===== config.mk =====
export PLATFORM = sky130hd
export DESIGN_NAME = ccl_window_unit
export DESIGN_NICKNAME = d
export VERILOG_FILES = /design/src/rtl/ccl_pkg.sv /design/src/rtl/ccl_win_ctrl.sv /design/src/rtl/ccl_win_datapath.sv /design/src/rtl/ccl_window_unit.sv
export SDC_FILE = /design/constraint.sdc
export NUM_CORES = 1
export LEC_CHECK = 0
export BUFFER_PORTS_ARGS = -buffer_cell sky130_fd_sc_hd__buf_2
export CAP_MARGIN = 0
export CORE_UTILIZATION = 47
export DETAILED_ROUTE_END_ITERATION = 10
export GPL_ROUTABILITY_DRIVEN = 0
export PLACE_DENSITY_LB_ADDON = 0.05
export SLEW_MARGIN = 20
export SYNTH_ARGS = -nofsm -noshare
export SYNTH_HDL_FRONTEND = slang
export SYNTH_SLANG_ARGS = --single-unit

===== constraint.sdc =====
create_clock -name clk -period 20.1 [get_ports clk]
set_input_delay 4.02 -clock clk [delete_from_list [all_inputs] [get_ports clk]]
set_output_delay 4.02 -clock clk [all_outputs]
set_load 0.01 [all_outputs]

===== src/rtl/ccl_pkg.sv =====
package ccl_pkg;
  // Strobes handed from the position control to the window datapath.
  typedef struct packed {
    logic advance;    // a pixel is accepted this cycle
    logic newPass;    // accepted pixel opens a new pass
    logic topRow;     // pixel sits in row 0
    logic bottomRow;  // pixel sits in row N-1
    logic firstCol;   // pixel sits in column 0
  } winCtl_t;
endpackage


===== src/rtl/ccl_win_ctrl.sv =====
module ccl_win_ctrl
  import ccl_pkg::*;
#(
  parameter int N = 16
) (
  input  logic    clk,
  input  logic    rstN,
  input  logic    inValid,
  input  logic    frameStart,
  output winCtl_t ctl
);
  localparam int RW = (N > 2) ? $clog2(N) : 1;
  localparam logic [RW-1:0] LAST = RW'(N - 1);

  logic [RW-1:0] rowCnt, colCnt;
  logic [RW-1:0] effRow, effCol;

  // frameStart forces the position back to the image origin
  assign effRow = frameStart ? '0 : rowCnt;
  assign effCol = frameStart ? '0 : colCnt;

  always_comb begin
    ctl.advance   = inValid;
    ctl.newPass   = inValid & frameStart;
    ctl.topRow    = (effRow == '0);
    ctl.bottomRow = (effRow == LAST);
    ctl.firstCol  = (effCol == '0);
  end

  always_ff @(posedge clk or negedge rstN) begin
    if (!rstN) begin
      rowCnt <= '0;
      colCnt <= '0;
    end else if (inValid) begin
      if (effRow == LAST) begin
        rowCnt <= '0;
        colCnt <= (effCol == LAST) ? '0 : effCol + 1'b1;
      end else begin
        rowCnt <= effRow + 1'b1;
        colCnt <= effCol;
      end
    end
  end
endmodule


===== src/rtl/ccl_win_datapath.sv =====
module ccl_win_datapath
  import ccl_pkg::*;
#(
  parameter int N = 16,
  parameter int W = 8
) (
  input  logic         clk,
  input  logic         rstN,
  input  winCtl_t      ctl,
  input  logic [W-1:0] inLabel,
  output logic [W-1:0] outLabel,
  output logic         outValid,
  output logic         passChanged
);
  // hist[0] is the newest result; hist[N] is N+1 results back
  localparam int DEPTH = N + 1;

  logic [W-1:0] hist [DEPTH];
  logic [W-1:0] above, diagUp, left, diagDn;
  logic [W-1:0] mA, mB, mC, mD, result;
  logic         differs;

  function automatic logic [W-1:0] max2(input logic [W-1:0] a, input logic [W-1:0] b);
    return (a > b) ? a : b;
  endfunction

  // Taps: (r-1,c) one back, (r+1,c-1) N-1 back, (r,c-1) N back, (r-1,c-1) N+1 back
  assign above  = ctl.topRow                      ? '0 : hist[0];
  assign diagDn = (ctl.firstCol | ctl.bottomRow)  ? '0 : hist[N-2];
  assign left   = ctl.firstCol                    ? '0 : hist[N-1];
  assign diagUp = (ctl.firstCol | ctl.topRow)     ? '0 : hist[N];

  // Four two-input maximum stages
  assign mA = max2(inLabel, above);
  assign mB = max2(diagUp, left);
  assign mC = max2(mA, mB);
  assign mD = max2(mC, diagDn);

  assign result  = (inLabel == '0) ? '0 : mD;
  assign differs = (result != inLabel);

  // Results, not source pixels, enter the history
  always_ff @(posedge clk or negedge rstN) begin
    if (!rstN) hist[0] <= '0;
    else if (ctl.advance) hist[0] <= result;
  end

  for (genvar i = 1; i < DEPTH; i++) begin : g_hist
    always_ff @(posedge clk or negedge rstN) begin
      if (!rstN) hist[i] <= '0;
      else if (ctl.advance) hist[i] <= hist[i-1];
    end
  end

  always_ff @(posedge clk or negedge rstN) begin
    if (!rstN) begin
      outLabel    <= '0;
      outValid    <= 1'b0;
      passChanged <= 1'b0;
    end else begin
      outValid <= ctl.advance;
      if (ctl.advance) outLabel <= result;
      if (ctl.newPass) passChanged <= differs;
      else if (ctl.advance && differs) passChanged <= 1'b1;
    end
  end
endmodule


===== src/rtl/ccl_window_unit.sv =====
module ccl_window_unit
  import ccl_pkg::*;
#(
  parameter int N = 16,
  parameter int W = 8
) (
  input  logic         clk,
  input  logic         rstN,
  input  logic         inValid,
  input  logic         frameStart,
  input  logic [W-1:0] inLabel,
  output logic         outValid,
  output logic [W-1:0] outLabel,
  output logic         passChanged
);
  winCtl_t ctl;

  ccl_win_ctrl #(.N(N)) u_ctrl (
    .clk        (clk),
    .rstN       (rstN),
    .inValid    (inValid),
    .frameStart (frameStart),
    .ctl        (ctl)
  );

  ccl_win_datapath #(.N(N), .W(W)) u_dp (
    .clk         (clk),
    .rstN        (rstN),
    .ctl         (ctl),
    .inLabel     (inLabel),
    .outLabel    (outLabel),
    .outValid    (outValid),
    .passChanged (passChanged)
  );
endmodule


* After elaboration in Yosys (flattened, before gate mapping)
Cells that the tools add are included.
** Operators by class
- Multiply operators :: 0
- Bitwise operators :: 3
- Shift-type cells :: 0
- Mux-type cells :: 16
- Magnitude comparators :: 4
- $add $sub $neg :: 2
- Reduce and logical (&&, ||, !) cells :: 5
- Equality and inequality tests :: 3
- Divide/modulo/power cells :: 0
** Operator list (count)
- 8-bit two-way mux :: 9
- 8-bit > comparator :: 4
- 4-bit two-way mux :: 5
- 4-bit by 1-bit adder with 4-bit output, second input constant :: 2
- 4-bit equality test, second input constant :: 2
- 4-bit zero test :: 2
- 8-bit zero test :: 1
- 8-bit inequality test :: 1
- 1-bit two-way mux :: 2
- 1-bit OR :: 2
- 2-bit nonzero test :: 1
- 1-bit AND :: 1
- 1-bit logical AND :: 1
** Storage, ports and cells
- Latch bits :: 0
- Memories kept :: 0
- Input bits :: 12
- Output and inout port bits :: 10
- Flip-flop bits (word level) :: 146
- Bits in read-only memories :: 0
- Memory bits (writable) :: 0

* Logic depth before layout (Yosys ltp)
Gate-level depths: netlist of run 1.
- Word-level depth :: 15
- Depth in mapped cells :: 34
- Depth with buffers taken out :: 31

* Hierarchy
From an unflattened synthesis of run 1, not the netlist that was laid out.
** Second synthesis, totals
- Cell total of the unflattened synthesis :: 606
- Area total of the unflattened synthesis :: 7318.3 um^2
** Modules (own cells, without submodules)
- ccl_win_datapath :: area each 6797.8 um^2, seq. area each 3453.3 um^2, cells an instance 551, times used 1
- ccl_win_ctrl :: area each 520.5 um^2, seq. area each 200.2 um^2, cells an instance 55, times used 1

* Worst setup path before layout of run 1
No wires, ideal clock.
- Path type :: in2reg
- From :: input frameStart
- To :: register u_dp.passChanged
- Stages on the path :: 31
- Data arrival time :: 9.945 ns
- Setup slack :: 10.029 ns
- Required time :: 19.974 ns
- Path buffers :: 5
- Cell sequence :: buf_4 > nor2b_1 > inv_1 > ha_1 > nand2_1 > clkbuf_1 > nand2_1 > ha_1 > a21o_1 > a21oi_1 > o21ai_0 > o21ai_0 > buf_2 > mux2i_1 > ha_1 > a21o_1 > a21o_1 > o21ai_0 > clkbuf_1 > mux2_4 > ha_1 > a21o_1 > a21oi_1 > nand3_1 > nand2_1 > clkbuf_1 > nand4_1 > o22ai_1 > o2111a_1 > nand4_1 > o32a_1
** On the way
- Word-level cells in the longest chain between the ends :: 14
- Elaborated cells between the ends (all ways) :: 25
- Classes of those cells :: order compare: 4; eq/ne: 2; mux: 12; bitwise: 3; reduce/logical: 4
** Ends and longest elaborated chain
- start, declared :: line ccl_window_unit.sv:10 : input logic frameStart,
- 4-bit two-way mux, on equally long branches :: line ccl_win_ctrl.sv:20, ccl_win_ctrl.sv:19
- 4-bit zero test, on equally long branches :: line ccl_win_ctrl.sv:27, ccl_win_ctrl.sv:25
- 1-bit OR :: line ccl_win_datapath.sv:31 : assign diagUp = (ctl.firstCol | ctl.topRow) ? '0 : hist[N];
- 8-bit two-way mux :: line ccl_win_datapath.sv:31
- 8-bit > comparator :: line ccl_win_datapath.sv:24 : return (a > b) ? a : b;
- 8-bit two-way mux :: line ccl_win_datapath.sv:24
- 8-bit > comparator :: line ccl_win_datapath.sv:24
- 8-bit two-way mux :: line ccl_win_datapath.sv:24
- 8-bit > comparator :: line ccl_win_datapath.sv:24
- 8-bit two-way mux :: line ccl_win_datapath.sv:24
- 8-bit two-way mux :: line ccl_win_datapath.sv:39 : assign result = (inLabel == '0) ? '0 : mD;
- 8-bit inequality test :: line ccl_win_datapath.sv:40 : assign differs = (result != inLabel);
- 1-bit logical AND :: line ccl_win_datapath.sv:64 : else if (ctl.advance && differs) passChanged <= 1'b1;
- 2-bit nonzero test (no line)
- end signal, assigned :: line ccl_win_datapath.sv:63 : if (ctl.newPass) passChanged <= differs;
- end, declared :: line ccl_win_datapath.sv:13 : output logic passChanged
Several ways; a longest one is shown, not always the timed one.
A chain may end at the register's enable or synchronous reset.

* Final worst setup path of run 1
Same ends and word-level chain as after synthesis.

==> flow_metrics.tcl, run 1 <==
set metrics [dict create \
    max-cap-violations 0 \
    period_minus_slack_ns 10.86 \
    worstMarginPinSlew_ns 0.979 \
    path_class "in -> reg" \
    setup_tns_ns 0 \
    cts.sinks 146 \
    cts_buffers 17 \
    synth_largest_area_cell "dfrtp_1" \
    io_pins 22 \
    syn-mean-instance-area_sq_um 11.8 \
    yosys_warnings 0 \
    nets 684 \
    antenna_found_initial 0 \
    required_ns 20.46 \
    status "finished clean" \
    ant_nets 0 \
    grt_max_degree 97 \
    cts-resized-gates 0 \
    syn_inst 628 \
    hold_slack_ns 0.480 \
    yosysTopAreaCellShare 0.494 \
    multi_input_area_sq_um 3400 \
    yosysSeqAreaShare 0.494 \
    postCtsSetupRepairBufs 0 \
    max_freq_mhz 92.0 \
    synthArstFlopShare 1.00 \
    hold_class "reg -> reg" \
    rows 45 \
    cp_max_fo 15 \
    clock_path_buffers 2 \
    track_usage 0.204 \
    netlist_area_sq_um 7400 \
    dp_slack_ns 8.65 \
    drc 0 \
    synth_area_leaders "dfrtp_1 49%, mux2_2 21%, ha_1 5.9%" \
    grt_pass1_vias 4997 \
    cp_slowest_cell "a21oi_1" \
    routedWlPerCell_microns 17.3 \
    antenna_cells 0 \
    vias 4892 \
    dr.pass1.iters 5 \
    drt-total-wl_microns 14900 \
    hpwl_microns 10300 \
    path_clk_slew_ns 0.06 \
    nFillCells 1339 \
    p_leak_uw 0.00396 \
    initial_core_util 0.485 \
    syn_nets 675 \
    setup_slack_ns 9.24 \
    netlist-cell-type-count 57 \
    crit_path_max_incr_delay_ns 0.75 \
    setup_viol 0 \
    maxSlewHeadroom 0.347 \
    ir_worst_vdd_mv 0.0749 \
    die_w_microns 127 \
    fin_worst_skew_ns 0.00496 \
    maxSlewViolCount 0 \
    clk_latency_ns 0.43 \
    drtIter0Drc 348 \
    regArea_sq_um 3650 \
    critPathCaptureType "flop" \
    syn_to_final_growth_pct 11.0 \
    grt_overflow 0 \
    synth-seq-cells 146 \
    cts.hold.buffers_added 0 \
    routed_via_density 5.68 \
    fp.dieH_microns 127 \
    crit_arrival_ns 11.23 \
    period_share 0.541 \
    coreArea_sq_um 15300 \
    cts_root_buf "clkbuf_16" \
    htreeDepth 4 \
    rsz0062_at_grt "false" \
    die-area_sq_um 16200 \
    cts_tree "done" \
    hold_viol 0 \
    layout-drive-gt1-share 0.303 \
    grt_pass1_wl_microns 25500 \
    power_density_nw_per_um2 153 \
    start_kind "primary input" \
    port_buffers 21 \
    synth_flop_cell "dfrtp_1" \
    synth_edf_count 0 \
]
## state kept, by name, summed over array words and instances, names as in the netlist
name / count
u_dp.hist: 128
u_dp.outLabel: 8
u_ctrl.colCnt: 4
u_ctrl.rowCnt: 4
u_dp.outValid: 1
u_dp.passChanged: 1
## cell families (layout without fill, tap and decap cells)
group                      count (synthesis)  in the layout  synth area share
DFF                                      146            146             0.494
muxes                                    144            144             0.218
AOI/OAI and AO/OA                        119            119             0.118
and+or+nand+nor                          104            104            0.0641
buffers and inverters                     80            102            0.0465
adders and majority gates                 35             35            0.0592
## metal layers
layer / wire [microns] / global-route usage
met5: 0 / 0
met4: 425 / 0.0889
met3: 798 / 0.0590
met2: 7040 / 0.312
met1: 6630 / 0.269
## cell usage in the layout, fill, tap and decap left out, types with 3 or more instances in the layout
cell	n
a31oi_1	11
a22oi_1	9
o211ai_1	5
nand2_1	48
clkinv_4	3
a21o_1	5
o2bb2ai_1	4
o22ai_1	12
mux2i_1	8
a211o_1	3
nor2b_1	6
inv_1	46
inv_6	3
o2111a_1	3
a21oi_1	24
dfrtp_1	146
mux2_2	135
ha_1	35
nand3_1	14
inv_8	3
o21ai_0	13
a22o_1	3
nor2_1	19
nand4_1	5
clkinv_2	4
buf_2	19
buf_4	3
and3_1	3
clkbuf_16	17
## through the flow
stage | instances | utilization | total power, uW | cell area, sq um
final | 861 | 0.538 | 1260 | 8210
after global routing | 861 | 0.538 | 1350 | 8210
after CTS | 861 | 0.538 | 1260 | 8210
after detailed placement | 829 | 0.500 | 949 | 7630
after global placement | 829 | 0.500 | 932 | 7630
after floorplan | 628 | - | 847 | 7400
## cells in the mapped netlist, types with 4 or more instances
library cell  count
a21o_1            5
a21oi_1          24
a22oi_1           9
a31oi_1          11
buf_4             9
clkbuf_1         22
dfrtp_1         146
ha_1             35
inv_1            46
mux2_2          135
mux2i_1           8
nand2_1          48
nand3_1          14
nand4_1           5
nor2_1           19
nor2b_1           6
o211ai_1          5
o21ai_0          14
o22ai_1          12
o2bb2ai_1         4
## critical path: cells and delay by family
| kind | cells | cell delay (ns) |
|---|---|---|
| fa+ha+maj | 4 | 1.26 |
| mux | 1 | 0.40 |
| compound gates | 11 | 3.05 |
| simple gates | 11 | 1.91 |
| buf+inv | 3 | 0.56 |
## area by class of cell
| type | instances | area share |
|---|---|---|
| Multi-Input combinational cell | 402 | 0.414 |
| Clock inverter | 15 | 0.0186 |
| Tap cell | 211 | 0.0322 |
| Inverter | 46 | 0.0210 |
| Clock buffer | 17 | 0.0518 |
| Sequential cell | 146 | 0.445 |
| Timing Repair Buffer | 24 | 0.0171 |
## final timing paths
check / startpoint / to / slack (ns) / depth (start not counted)
min: u_ctrl.rowCnt[0] / u_ctrl.rowCnt[0] / 0.48 / 1
min in group asynchronous: rstN / u_ctrl.rowCnt[2] / 3.60 / 1
max in group asynchronous: rstN / u_dp.hist[50] / 15.10 / 2
max: frameStart / u_dp.passChanged / 9.24 / 30
min reg2reg: u_ctrl.rowCnt[0] / u_ctrl.rowCnt[0] / 0.48 / 1
max reg2reg: u_ctrl.colCnt[0] / u_dp.passChanged / 12.60 / 30
## power by group
part | leakage [uW] | switching [uW] | internal, uW
Sequential | 0.00194 | 68.8 | 403
Combinational | 0.00173 | 259 | 217
Clock | 0.000290 | 133 | 174
(Power assumes the default switching activity.)
==> inputs of run 2 (changes only) <==
==> constraint.sdc (replaced) <==
create_clock -name clk -period 10 [get_ports clk]
set_input_delay 2 -clock clk [delete_from_list [all_inputs] [get_ports clk]]
set_output_delay 2 -clock clk [all_outputs]
set_load 0.01 [all_outputs]
==> run 2 against run 1 <==
  * Register-to-register slack got worse by 10 ns
  * Clock power rose by 110%
  * Cell count rose by 0.23%
  * Cell area rose by 0.40%
  * Hold slack improved by 0.0081 ns
  * Clock skew rose by 0.0021 ns
  * Count of clock-buffer cells in the layout rose by 1
  * First-iteration DRC count fell by 27%
  * Sequential power rose by 100%
  * Power rose by 100%
  * Non-clock buffer count rose by 2
==> flow_metrics.tcl, run 2 (same netlist as run 1, synthesis figures left out) <==
set metrics [dict create \
    cp-startpoint "frameStart" \
    die_w_microns 127 \
    ant_nets 0 \
    dr.pass1.iters 8 \
    grt_pass1_vias 4974 \
    sw_frac_of_total 0.363 \
    layout_common_cells "146 x dfrtp_1, 135 x mux2_2, 48 x nand2_1" \
    cts_root_buf "clkbuf_16" \
    fin_worst_skew_ns 0.00704 \
    cts.sinks 146 \
    cp_slowest_cell "a221oi_1" \
    die-area_sq_um 16200 \
    period_minus_slack_ns 8.86 \
    period_share 0.886 \
    reg.largest.list "u_dp.hist (128), u_dp.outLabel (8)" \
    required_ns 10.31 \
    crit_family "compound AO/OA/AOI/OAI gates" \
    fp.dieH_microns 127 \
    dp_slack_ns 0.885 \
    regToRegStartpoint "u_ctrl.colCnt[0]" \
    setup_tns_ns 0 \
    worstMarginPinSlew_ns 0.948 \
    maxSlewHeadroom 0.368 \
    drtIter0Drc 253 \
    htreeDepth 4 \
    vias 4815 \
    p_int_uw 1640 \
    power_frac_seq 0.369 \
    nFillCells 1326 \
    ir_worst_vdd_mv 0.156 \
    io_pins 22 \
    crit_path_max_incr_delay_ns 0.67 \
    status "finished clean" \
    path_class "in -> reg" \
    regMostFlops "u_dp.hist" \
    max-cap-violations 0 \
    grt_overflow 0 \
    postCtsSetupRepairBufs 0 \
    drt-total-wl_microns 14700 \
    power_density_nw_per_um2 312 \
    antenna_cells 0 \
    cp_max_fo 15 \
    clock_path_buffers 2 \
    cts_buffers 17 \
    start_kind "primary input" \
    syn_to_final_growth_pct 11.4 \
    nets 686 \
    power_uw 2570 \
    cts_tree "done" \
    grt_max_degree 81 \
    layout-drive-gt1-share 0.304 \
    hpwl_microns 10400 \
    setup_viol 0 \
    antenna_found_initial 0 \
    track_usage 0.204 \
    drc 0 \
    crit_arrival_ns 9.16 \
    port_buffers 21 \
    worst_path_most_repeated_cell "ha_1" \
    maxSlewViolCount 0 \
    hold_viol 0 \
    worstHoldStart "u_ctrl.rowCnt[0]" \
    largest_reg_flops 128 \
    p_comb_frac 0.384 \
    fin_area_sq_um 8240 \
    p_clk_frac 0.247 \
    setup_slack_ns 1.14 \
    initial_core_util 0.485 \
    routedWlPerCell_microns 17.1 \
    clk_latency_ns 0.42 \
    routed_via_density 5.58 \
    rows 45 \
    layout_commonest_cell "dfrtp_1" \
    critPathCaptureType "flop" \
    hold_class "reg -> reg" \
    coreArea_sq_um 15300 \
    critPathBufInv 3 \
    rsz0062_at_grt "false" \
    cts.hold.buffers_added 0 \
    grt_pass1_wl_microns 25600 \
    placed_cell_area_sq_um 7640 \
    cts-resized-gates 0 \
    p_leak_uw 0.00396 \
    switchingPower_uw 933 \
    path_clk_slew_ns 0.06 \
    max_freq_mhz 113 \
]
## run 2: layout make-up
type / instances / area (sq um) / area share
multi-input combinational: 402 / 3400 / 0.412
tap: 211 / 264 / 0.0320
timing repair buffer: 26 / 155 / 0.0188
clock buffer: 18 / 429 / 0.0521
inverter: 46 / 173 / 0.0210
clock inverter: 14 / 166 / 0.0202
sequential: 146 / 3650 / 0.443
## run 2: path summary, 6_finish.rpt
| check | slack (ns) | to | depth (start not counted) |
|---|---|---|---|
| min in group asynchronous | 1.59 | u_ctrl.rowCnt[2] | 1 |
| setup / recovery | 1.14 | u_dp.passChanged | 31 |
| hold reg to reg | 0.49 | u_ctrl.rowCnt[0] | 1 |
| max in group asynchronous | 7.02 | u_dp.hist[5] | 2 |
| setup reg to reg | 2.48 | u_dp.passChanged | 31 |
| hold / removal | 0.49 | u_ctrl.rowCnt[0] | 1 |
## run 2: metrics by stage
| stage | util | std cells | hold WS [ns] |
|---|---|---|---|
| after global placement | 0.501 | 831 | 0.476 |
| after CTS | 0.540 | 863 | 0.489 |
| after floorplan | - | 628 | 0.446 |
| final | 0.540 | 863 | 0.488 |
| after global routing | 0.540 | 863 | 0.511 |
| after detailed placement | 0.501 | 831 | 0.480 |
## run 2: layer usage
| layer | GRT usage | up-vias | wire length [microns] | part of all wire |
|---|---|---|---|---|
| li1 | - | 2292 | - | - |
| met1 | 0.265 | 2351 | 6610 | 0.45 |
| met2 | 0.321 | 132 | 6960 | 0.47 |
| met3 | 0.0448 | 40 | 694 | 0.047 |
| met4 | 0.104 | 0 | 467 | 0.032 |
| met5 | 0 | - | 0 | 0 |
## run 2: worst register-to-register path: cells and delay by family, from the launching register on
kind | cells | cell delay, ns
compound gates | 13 | 3.49
simple gates | 11 | 2.10
fa+ha+maj | 4 | 1.23
flops | 1 | 0.37
buf+inv | 3 | 0.23
## run 2: power groups by stage
stage | clock [uW] | combinational [uW] | sequential (uW)
after floorplan | 0 | 801 | 901
after global placement | 0 | 949 | 956
after detailed placement | 0 | 975 | 962
after CTS | 660 | 980 | 953
after global routing | 681 | 1110 | 983
final | 635 | 989 | 950
